==> config.mk <==
export PLATFORM = sky130hd
export DESIGN_NAME = nco_phase_acc
export DESIGN_NICKNAME = d
export VERILOG_FILES = /design/src/rtl/nco_pkg.sv /design/src/rtl/nco_delay_line.sv /design/src/rtl/nco_segment.sv /design/src/rtl/nco_fill_tracker.sv /design/src/rtl/nco_phase_acc.sv
export SDC_FILE = /design/constraint.sdc
export NUM_CORES = 1
export LEC_CHECK = 0
export ABC_AREA = 1
export BUFFER_PORTS_ARGS = -buffer_cell sky130_fd_sc_hd__buf_2
export CORE_ASPECT_RATIO = 0.5
export CORE_MARGIN = 2
export CORE_UTILIZATION = 50
export CTS_CLUSTER_DIAMETER = 150
export CTS_CLUSTER_SIZE = 12
export DETAILED_ROUTE_END_ITERATION = 10
export HOLD_SLACK_MARGIN = 0.15
export PLACE_DENSITY = 0.7
export SYNTH_ARGS = -nofsm -noshare
export SYNTH_HDL_FRONTEND = slang
export SYNTH_SLANG_ARGS = --single-unit
==> constraint.sdc <==
create_clock -name clk -period 3.45 [get_ports clk]
set_clock_uncertainty 0.05 [all_clocks]
set_input_delay 0.1725 -clock clk [delete_from_list [all_inputs] [get_ports clk]]
set_output_delay 0.1725 -clock clk [all_outputs]
set_load 0.005 [all_outputs]
==> src/rtl/nco_pkg.sv <==
// Package: shared helpers for the segmented phase accumulator.
// Assumes the segment width divides the phase width evenly.
package nco_pkg;

    // Number of adder segments for a phase width and segment width.
    function automatic int seg_count(input int phase_w, input int seg_w);
        return phase_w / seg_w;
    endfunction

    // Edges from reset release until the output holds post-reset data.
    function automatic int fill_edges(input int phase_w, input int seg_w);
        return seg_count(phase_w, seg_w) + 1;
    endfunction

endpackage

==> src/rtl/nco_delay_line.sv <==
// Module: fixed-depth register delay for one data slice.
// Assumes DEPTH >= 1; a zero-depth path is wired directly by the caller.
// Synchronous active-low reset clears every stage.
module nco_delay_line #(
    parameter int WIDTH = 8,
    parameter int DEPTH = 1
) (
    input  logic             clk,
    input  logic             rst_n,
    input  logic [WIDTH-1:0] d,
    output logic [WIDTH-1:0] q
);

    logic [WIDTH-1:0] stage [DEPTH];

    // Shift the slice one stage further per clock.
    always_ff @(posedge clk) begin
        if (!rst_n) begin
            for (int i = 0; i < DEPTH; i++) stage[i] <= '0;
        end else begin
            stage[0] <= d;
            for (int i = 1; i < DEPTH; i++) stage[i] <= stage[i-1];
        end
    end

    assign q = stage[DEPTH-1];

endmodule

==> src/rtl/nco_segment.sv <==
// Module: one adder segment of the phase accumulator.
// Adds its increment slice and the registered carry from the segment
// below, and registers both its partial sum and its own carry out.
// Assumes cin and inc_slice already refer to the same accumulation step.
module nco_segment #(
    parameter int SEG_W = 8
) (
    input  logic             clk,
    input  logic             rst_n,
    input  logic [SEG_W-1:0] inc_slice,
    input  logic             cin,
    output logic [SEG_W-1:0] sum_q,
    output logic             cout_q
);

    logic [SEG_W:0] total;

    // Narrow add: only SEG_W bits of carry chain per clock.
    always_comb total = {1'b0, sum_q} + {1'b0, inc_slice} + {{SEG_W{1'b0}}, cin};

    // Register the partial sum and the carry handed to the next segment.
    always_ff @(posedge clk) begin
        if (!rst_n) begin
            sum_q  <= '0;
            cout_q <= 1'b0;
        end else begin
            sum_q  <= total[SEG_W-1:0];
            cout_q <= total[SEG_W];
        end
    end

endmodule

==> src/rtl/nco_fill_tracker.sv <==
// Module: counts edges after reset release and flags when the aligned
// phase output first contains a post-reset increment.
// Assumes FILL equals input register plus segment count.
module nco_fill_tracker #(
    parameter int FILL = 5,
    localparam int CNT_W = $clog2(FILL + 1)
) (
    input  logic clk,
    input  logic rst_n,
    output logic valid
);

    logic [CNT_W-1:0] cnt_q;

    // Saturating count of edges since reset release.
    always_ff @(posedge clk) begin
        if (!rst_n)                          cnt_q <= '0;
        else if (cnt_q != CNT_W'(FILL))      cnt_q <= cnt_q + 1'b1;
    end

    assign valid = (cnt_q == CNT_W'(FILL));

endmodule

==> src/rtl/nco_phase_acc.sv <==
// Module: carry-segmented pipelined phase accumulator (top).
// Registers the increment, skews its slices by segment index, runs one
// narrow adder per segment with registered carries between them, and
// deskews the partial sums into an aligned phase word.
// Assumes PHASE_W is a multiple of SEG_W. Synchronous active-low reset.
module nco_phase_acc
    import nco_pkg::*;
#(
    parameter int PHASE_W = 32,
    parameter int SEG_W   = 8
) (
    input  logic               clk,
    input  logic               rst_n,
    input  logic [PHASE_W-1:0] inc_in,
    output logic [PHASE_W-1:0] phase_out,
    output logic               square_out,
    output logic               phase_valid
);

    localparam int NSEG = seg_count(PHASE_W, SEG_W);
    localparam int FILL = fill_edges(PHASE_W, SEG_W);

    logic [PHASE_W-1:0] inc_q;
    logic [SEG_W-1:0]   inc_al  [NSEG];
    logic [SEG_W-1:0]   seg_sum [NSEG];
    logic [NSEG-1:0]    carry_q;
    logic [PHASE_W-1:0] phase_al;

    // Capture the increment word once at the block edge.
    always_ff @(posedge clk) begin
        if (!rst_n) inc_q <= '0;
        else        inc_q <= inc_in;
    end

    for (genvar k = 0; k < NSEG; k++) begin : g_seg
        // Skew: segment k sees its increment slice k clocks late.
        if (k == 0) begin : g_skew0
            assign inc_al[k] = inc_q[k*SEG_W +: SEG_W];
        end else begin : g_skew
            nco_delay_line #(.WIDTH(SEG_W), .DEPTH(k)) u_skew (
                .clk   (clk),
                .rst_n (rst_n),
                .d     (inc_q[k*SEG_W +: SEG_W]),
                .q     (inc_al[k])
            );
        end

        // Adder segment; the lowest takes no carry in.
        if (k == 0) begin : g_add0
            nco_segment #(.SEG_W(SEG_W)) u_add (
                .clk       (clk),
                .rst_n     (rst_n),
                .inc_slice (inc_al[k]),
                .cin       (1'b0),
                .sum_q     (seg_sum[k]),
                .cout_q    (carry_q[k])
            );
        end else begin : g_add
            nco_segment #(.SEG_W(SEG_W)) u_add (
                .clk       (clk),
                .rst_n     (rst_n),
                .inc_slice (inc_al[k]),
                .cin       (carry_q[k-1]),
                .sum_q     (seg_sum[k]),
                .cout_q    (carry_q[k])
            );
        end

        // Deskew: lower segments wait for the top one to finish the step.
        if (k == NSEG - 1) begin : g_desk_top
            assign phase_al[k*SEG_W +: SEG_W] = seg_sum[k];
        end else begin : g_desk
            nco_delay_line #(.WIDTH(SEG_W), .DEPTH(NSEG - 1 - k)) u_desk (
                .clk   (clk),
                .rst_n (rst_n),
                .d     (seg_sum[k]),
                .q     (phase_al[k*SEG_W +: SEG_W])
            );
        end
    end

    nco_fill_tracker #(.FILL(FILL)) u_fill (
        .clk   (clk),
        .rst_n (rst_n),
        .valid (phase_valid)
    );

    assign phase_out  = phase_al;
    assign square_out = phase_al[PHASE_W-1];

endmodule

# --- Yosys cells after proc, flatten, opt, wreduce, memory -nomap -nowiden ---
# Memory sizes are Yosys's and may differ from the RTL's.
# Index checks and enable logic that the tools add are counted.
classes:
  add_sub_neg: 8
  mul: 0
  div_mod_pow: 0
  n_lt_le_gt_ge: 0
  n_eq_ne: 2
  shift: 0
  muxes: 16
  bitwise: 10
  reduce_logical: 2
ops:
  columns: ["op", "count"]
  rows:
  - ["two-way mux 8 bit", 12]
  - ["adder 8 x 8 -> 9 bit", 3]
  - ["adder 9 x 1 -> 9 bit", 2]
  - ["OR reduction 8 bit", 2]
  - ["bitwise OR 1 bit", 10]
  - ["adder 8 x 1 -> 8 bit", 1]
  - ["adder 8 bit", 1]
  - ["two-way mux 1 bit", 4]
  - ["adder 3 x 1 -> 3 bit, second input constant", 1]
  - ["== test 3 bit, second input constant", 1]
  - ["inequality test 3 bit, second input constant", 1]
word_totals:
  regBits: 70
  latch_bits: 0
  ram_bits: 96
  romBits: 0
  inputBits: 34
  out_inout_bits: 34
  word_cells: 53
  memories: 6
mem_list:
  columns: ["name", "depth", "word_bits", "read_ports", "rd_clocked_by_memory_dff", "wr", "line", "source"]
  rows:
  - ["g_seg[0].g_desk.u_desk.stage", 3, 8, 3, 0, 3, "nco_delay_line.sv:14", "logic [WIDTH-1:0] stage [DEPTH];"]
  - ["g_seg[3].g_skew.u_skew.stage", 3, 8, 3, 0, 3, "nco_delay_line.sv:14", null]
  - ["g_seg[1].g_desk.u_desk.stage", 2, 8, 2, 0, 2, "nco_delay_line.sv:14", null]
  - ["g_seg[2].g_skew.u_skew.stage", 2, 8, 2, 0, 2, "nco_delay_line.sv:14", null]
  - ["g_seg[1].g_skew.u_skew.stage", 1, 8, 1, 0, 1, "nco_delay_line.sv:14", null]
  - ["g_seg[2].g_desk.u_desk.stage", 1, 8, 1, 0, 1, "nco_delay_line.sv:14", null]

# --- Logic depth before layout (Yosys ltp) ---
depth:
  depth_word: 3
  depth_mapped: 10
  mapped_depth_nobuf: 10

# --- Cells and area by module ---
# From an unflattened synthesis, not the netlist that was laid out.
hier_totals:
  cells_unflattened: 781
  hier_area_um2: 6490.0
by_module_without_submodules:
  columns: ["mod", "n_inst", "cells_each", "area_per_inst_um2", "seq_area_each_um2"]
  rows:
  - ["nco_delay_line (g_seg[0].g_desk.u_desk ...)", 2, 82, 743.2, 480.5]
  - ["nco_segment (g_seg[1].g_add.u_add ...)", 2, 82, 595.6, 180.2]
  - ["nco_delay_line (g_seg[1].g_desk.u_desk ...)", 2, 58, 544.3, 320.3]
  - ["nco_phase_acc", 1, 101, 925.9, 640.6]
  - ["nco_segment (g_seg[2].g_add.u_add)", 1, 85, 600.6, 180.2]
  - ["nco_segment (g_seg[0].g_add0.u_add)", 1, 80, 591.8, 180.2]
  - ["nco_delay_line (g_seg[1].g_skew.u_skew ...)", 2, 25, 225.2, 160.2]
  - ["nco_fill_tracker", 1, 21, 155.1, 60.1]

# --- Worst setup path before layout ---
# OpenSTA, ideal clock, no wires.
synth_path:
  path_kind: "reg-to-reg"
  startpoint: "register g_seg[1].g_add.u_add.cout_q"
  endpoint: "register g_seg[2].g_add.u_add.sum_q[6]"
  setup_ps: 115
  arrival_ps: 1532
  path_slack_ps: 1753
  stages_incl_launch_ff: 9
  period_less_slack_ps: 1697
  cell_sequence: "dfxtp_1 > fa_1 > fa_1 > nand2_1 > nand2_1 > nand3_1 > nand3_1 > nand2_1 > nor2_1"
synth_between:
  elab_chain_cells: 1
synth_lines:
  columns: ["element", "line", "source"]
  rows:
  - ["start: declaration", "nco_segment.sv:13", "output logic cout_q"]
  - ["start signal: assignment", "nco_segment.sv:28", "cout_q <= total[SEG_W];"]
  - ["adder 9 x 1 -> 9 bit", "nco_segment.sv:19", "always_comb total = {1'b0, sum_q} + {1'b0, inc_slice} + {{SEG_W{1'b0}}, cin};"]
  - ["end signal: assignment", "nco_segment.sv:27", "sum_q <= total[SEG_W-1:0];"]
  - ["end: declaration", "nco_segment.sv:12", "output logic [SEG_W-1:0] sum_q,"]
# No other way between the ends.
# A chain may end at the register's enable or synchronous reset.

# --- Worst setup path in the final report ---
# Same ends and word-level chain as after synthesis.

==> results.json <==
{
  "min_path_type": "input port to flip-flop",
  "maxCapViolations": 0,
  "ant_nets": 0,
  "synthFlopType": "dfxtp_1",
  "leakagePower_nw": 4.431,
  "postSynthAreaPerCell_um2": 8.224,
  "synth_most_common_cell": "nand2_1",
  "synth_fp_nets": 827,
  "numCtsBuffers": 17,
  "seq_area_frac_synth_pct": 53.45,
  "wirelength_um": 9723,
  "yosysTopAreaCellShare_pct": 53.45,
  "grt_pass1_vias": 4086,
  "rows": 28,
  "synth-seq-cells": 166,
  "status": "finished clean",
  "maxSlewViolCount": 0,
  "cts.sinks": 166,
  "drc_errors": 0,
  "grt_pass1_wl_um": 17080,
  "min_period_ns": 1.794,
  "setup_tns_ns": 0,
  "ys_warn_count": 0,
  "clk_path_buf_depth": 2,
  "dp_hpwl_um": 6309,
  "power.share.sequential_pct": 49.8,
  "die-area_um2": 13400,
  "worst_path_max_delay_cell": "fa_1",
  "rsz0062_at_grt": "no",
  "synthTopCellsByArea": "dfxtp_1, nand2_1, inv_1, ha_1, buf_4",
  "ir_drop_mv": 0.3328,
  "p_sw_uw": 953.6,
  "cpPeakStageDelay_ns": 0.45,
  "synth_edf_count": 0,
  "synth_area_leader_cell": "dfxtp_1",
  "diodes": 0,
  "yosys-top-cells-count": "nand2_1, inv_1, dfxtp_1",
  "clkTransAtPathRegs_ns": 0.06,
  "drtIter0Drc": 194,
  "clkLatencyLatePin_ns": 0.41,
  "gp_congestion": 0.7855,
  "areaGrowthSynthToFinish_pct": 19.12,
  "vias": 4306,
  "root_buffer": "clkbuf_16",
  "io_pins": 68,
  "path_cells": "fa_1 > fa_1 > nand2_1 > nand2_1 > nand3_1 > nand3_1 > nand2_1 > nor2_1",
  "combPwrFrac_pct": 6.9,
  "setup_viol": 0,
  "core_um2": 11980,
  "h-tree-depth": 4,
  "syn_inst": 756,
  "die_h_um": 82.85,
  "antenna_found_initial": 0,
  "portBuffers": 67,
  "worstMarginPinSlew_ns": 0.9551,
  "grt.overflow.total": 0,
  "cp.required_ns": 3.70,
  "drt_pre_antenna_iters": 4,
  "postCtsSetupRepairBufs": 0,
  "critPathArrivalTime_ns": 2.05,
  "crit_top_cell": "nand2_1",
  "swShare_pct": 23.21,
  "slew_headroom_pct": 36.33,
  "via_per_inst": 4.226,
  "clkPwrFrac_pct": 43.3,
  "critPathLaunchType": "flip-flop",
  "fp.dieW_um": 161.7,
  "async_flop_share_pct": 0,
  "fill_cells": 1026,
  "power_density_nw_per_um2": 554.7,
  "end_kind": "flip-flop",
  "grt_max_degree": 104,
  "yosys.cell_types.count": 19,
  "netlist_area_um2": 6217,
  "hold_viol": 0,
  "grt.total_usage_pct": 15.76,
  "fmax_mhz": 557.3,
  "wire_per_inst_um": 9.542,
  "finalCritPeriodShare_pct": 52.01,
  "crit_type": "flip-flop to flip-flop",
  "power.internal_mw": 3.155,
  "initial_utilization_pct": 51.89,
  "power_mw": 4.108,
  "cp_max_fo": 4,
  "nNetsFinal": 912,
  "cts_tree": "built",
  "drive_above_1_share_pct": 13.11
}
[final timing paths]
| path | from | to | slack (ns) | cells past startpoint |
|---|---|---|---|---|
| max | g_seg[1].g_add.u_add.cout_q | g_seg[2].g_add.u_add.sum_q[6] | 1.66 | 8 |
| min | rst_n | g_seg[1].g_desk.u_desk.stage[0][12] | 0.32 | 3 |
| max reg2reg | g_seg[1].g_add.u_add.cout_q | g_seg[2].g_add.u_add.sum_q[6] | 1.66 | 8 |
| min reg2reg | g_seg[0].g_desk.u_desk.stage[0][10] | g_seg[0].g_desk.u_desk.stage[0][18] | 0.36 | 2 |
[logic make-up after synthesis]
group / share of synthesized area, %
DFF: 53.45
AOI/OAI and AO/OA: 3.019
buffers and inverters: 14.63
xor gates and xnor gates: 0.2818
adders and majority gates: 8.291
and+or+nand+nor: 20.33
[flip-flops by register name, summed over array words and instances (netlist names)]
| signal | flops |
|---|---|
| inc_q | 32 |
| u_fill.cnt_q | 3 |
| g_seg.g_desk.u_desk.stage | 48 |
| g_seg.g_skew.u_skew.stage | 48 |
| g_seg.g_add0.u_add.cout_q | 1 |
| g_seg.g_add.u_add.cout_q | 2 |
| g_seg.g_add0.u_add.sum_q | 8 |
| g_seg.g_add.u_add.sum_q | 24 |
[routing by layer]
metal	track usage, %	vias to the layer above	routed length, um	part of all wire (%)
li1	-	2348	-	-
met3	4.845	11	395	4.1
met5	0	-	0	0
met2	27.86	63	4617	47
met1	18.10	1884	4602	47
met4	5.712	0	107	1.1
[cells in the final DEF, fill, tap and decap left out, drive strengths merged]
| cell type | netlist | routed |
|---|---|---|
| a21oi | 31 | 31 |
| and2 | 6 | 6 |
| buf | 34 | 69 |
| bufinv | 0 | 1 |
| clkbuf | 1 | 19 |
| clkinv | 0 | 5 |
| clkinvlp | 0 | 4 |
| dfxtp | 166 | 166 |
| dlygate4sd3 | 0 | 32 |
| fa | 7 | 7 |
| ha | 30 | 30 |
| inv | 174 | 177 |
| nand2 | 213 | 213 |
| nand3 | 22 | 22 |
| nand3b | 6 | 6 |
| nor2 | 51 | 51 |
| o21a | 3 | 3 |
| o21ai | 2 | 2 |
| or2 | 8 | 8 |
| xnor2 | 2 | 2 |
[stage by stage]
step	util, %	instance area, um^2	worst slack [ns]	cells	hold slack (ns)
6_report	61.81	7406	1.656	1019	0.3216
3_5_place_dp	54.42	6520	1.661	955	0.3085
4_1_cts	61.81	7406	1.647	1019	0.3397
5_1_grt	61.81	7406	1.500	1019	0.3776
3_3_place_gp	54.42	6520	1.686	955	0.3028
2_1_floorplan	-	6217	1.753	756	0.2201
[power groups by stage]
stage / Combinational [mW] / Sequential, mW / Clock [mW]
after CTS: 0.283 / 2.05 / 1.83
after global placement: 0.243 / 2.09 / 0
after global routing: 0.330 / 2.05 / 1.91
after floorplan: 0.202 / 2.08 / 0
after detailed placement: 0.253 / 2.09 / 0
final: 0.283 / 2.05 / 1.78
[what timing repair did]
| action | in CTS | in global routing |
|---|---|---|
| resized for setup | 0 | 0 |
| hold buffers | 32 | 0 |
| hold endpoints to repair | 32 | 0 |
[critical path, delay by kind of cell (launching register included)]
kind,cells,cell delay (ns)
adder cells (fa/ha/maj),2,0.84
flip-flops,1,0.31
AND/OR/NAND/NOR,6,0.48
[final cells by class]
class	instances	area (um^2)	area share, %
Clock buffer	19	442.9	5.981
Clock inverter	13	122.6	1.656
Inverter	174	653.1	8.819
Multi-Input combinational cell	381	1984	26.80
Sequential cell	166	3323	44.87
Tap cell	165	206.4	2.788
Timing Repair Buffer	101	673.1	9.089
No activity file was read; power rests on OpenSTA's default activity.
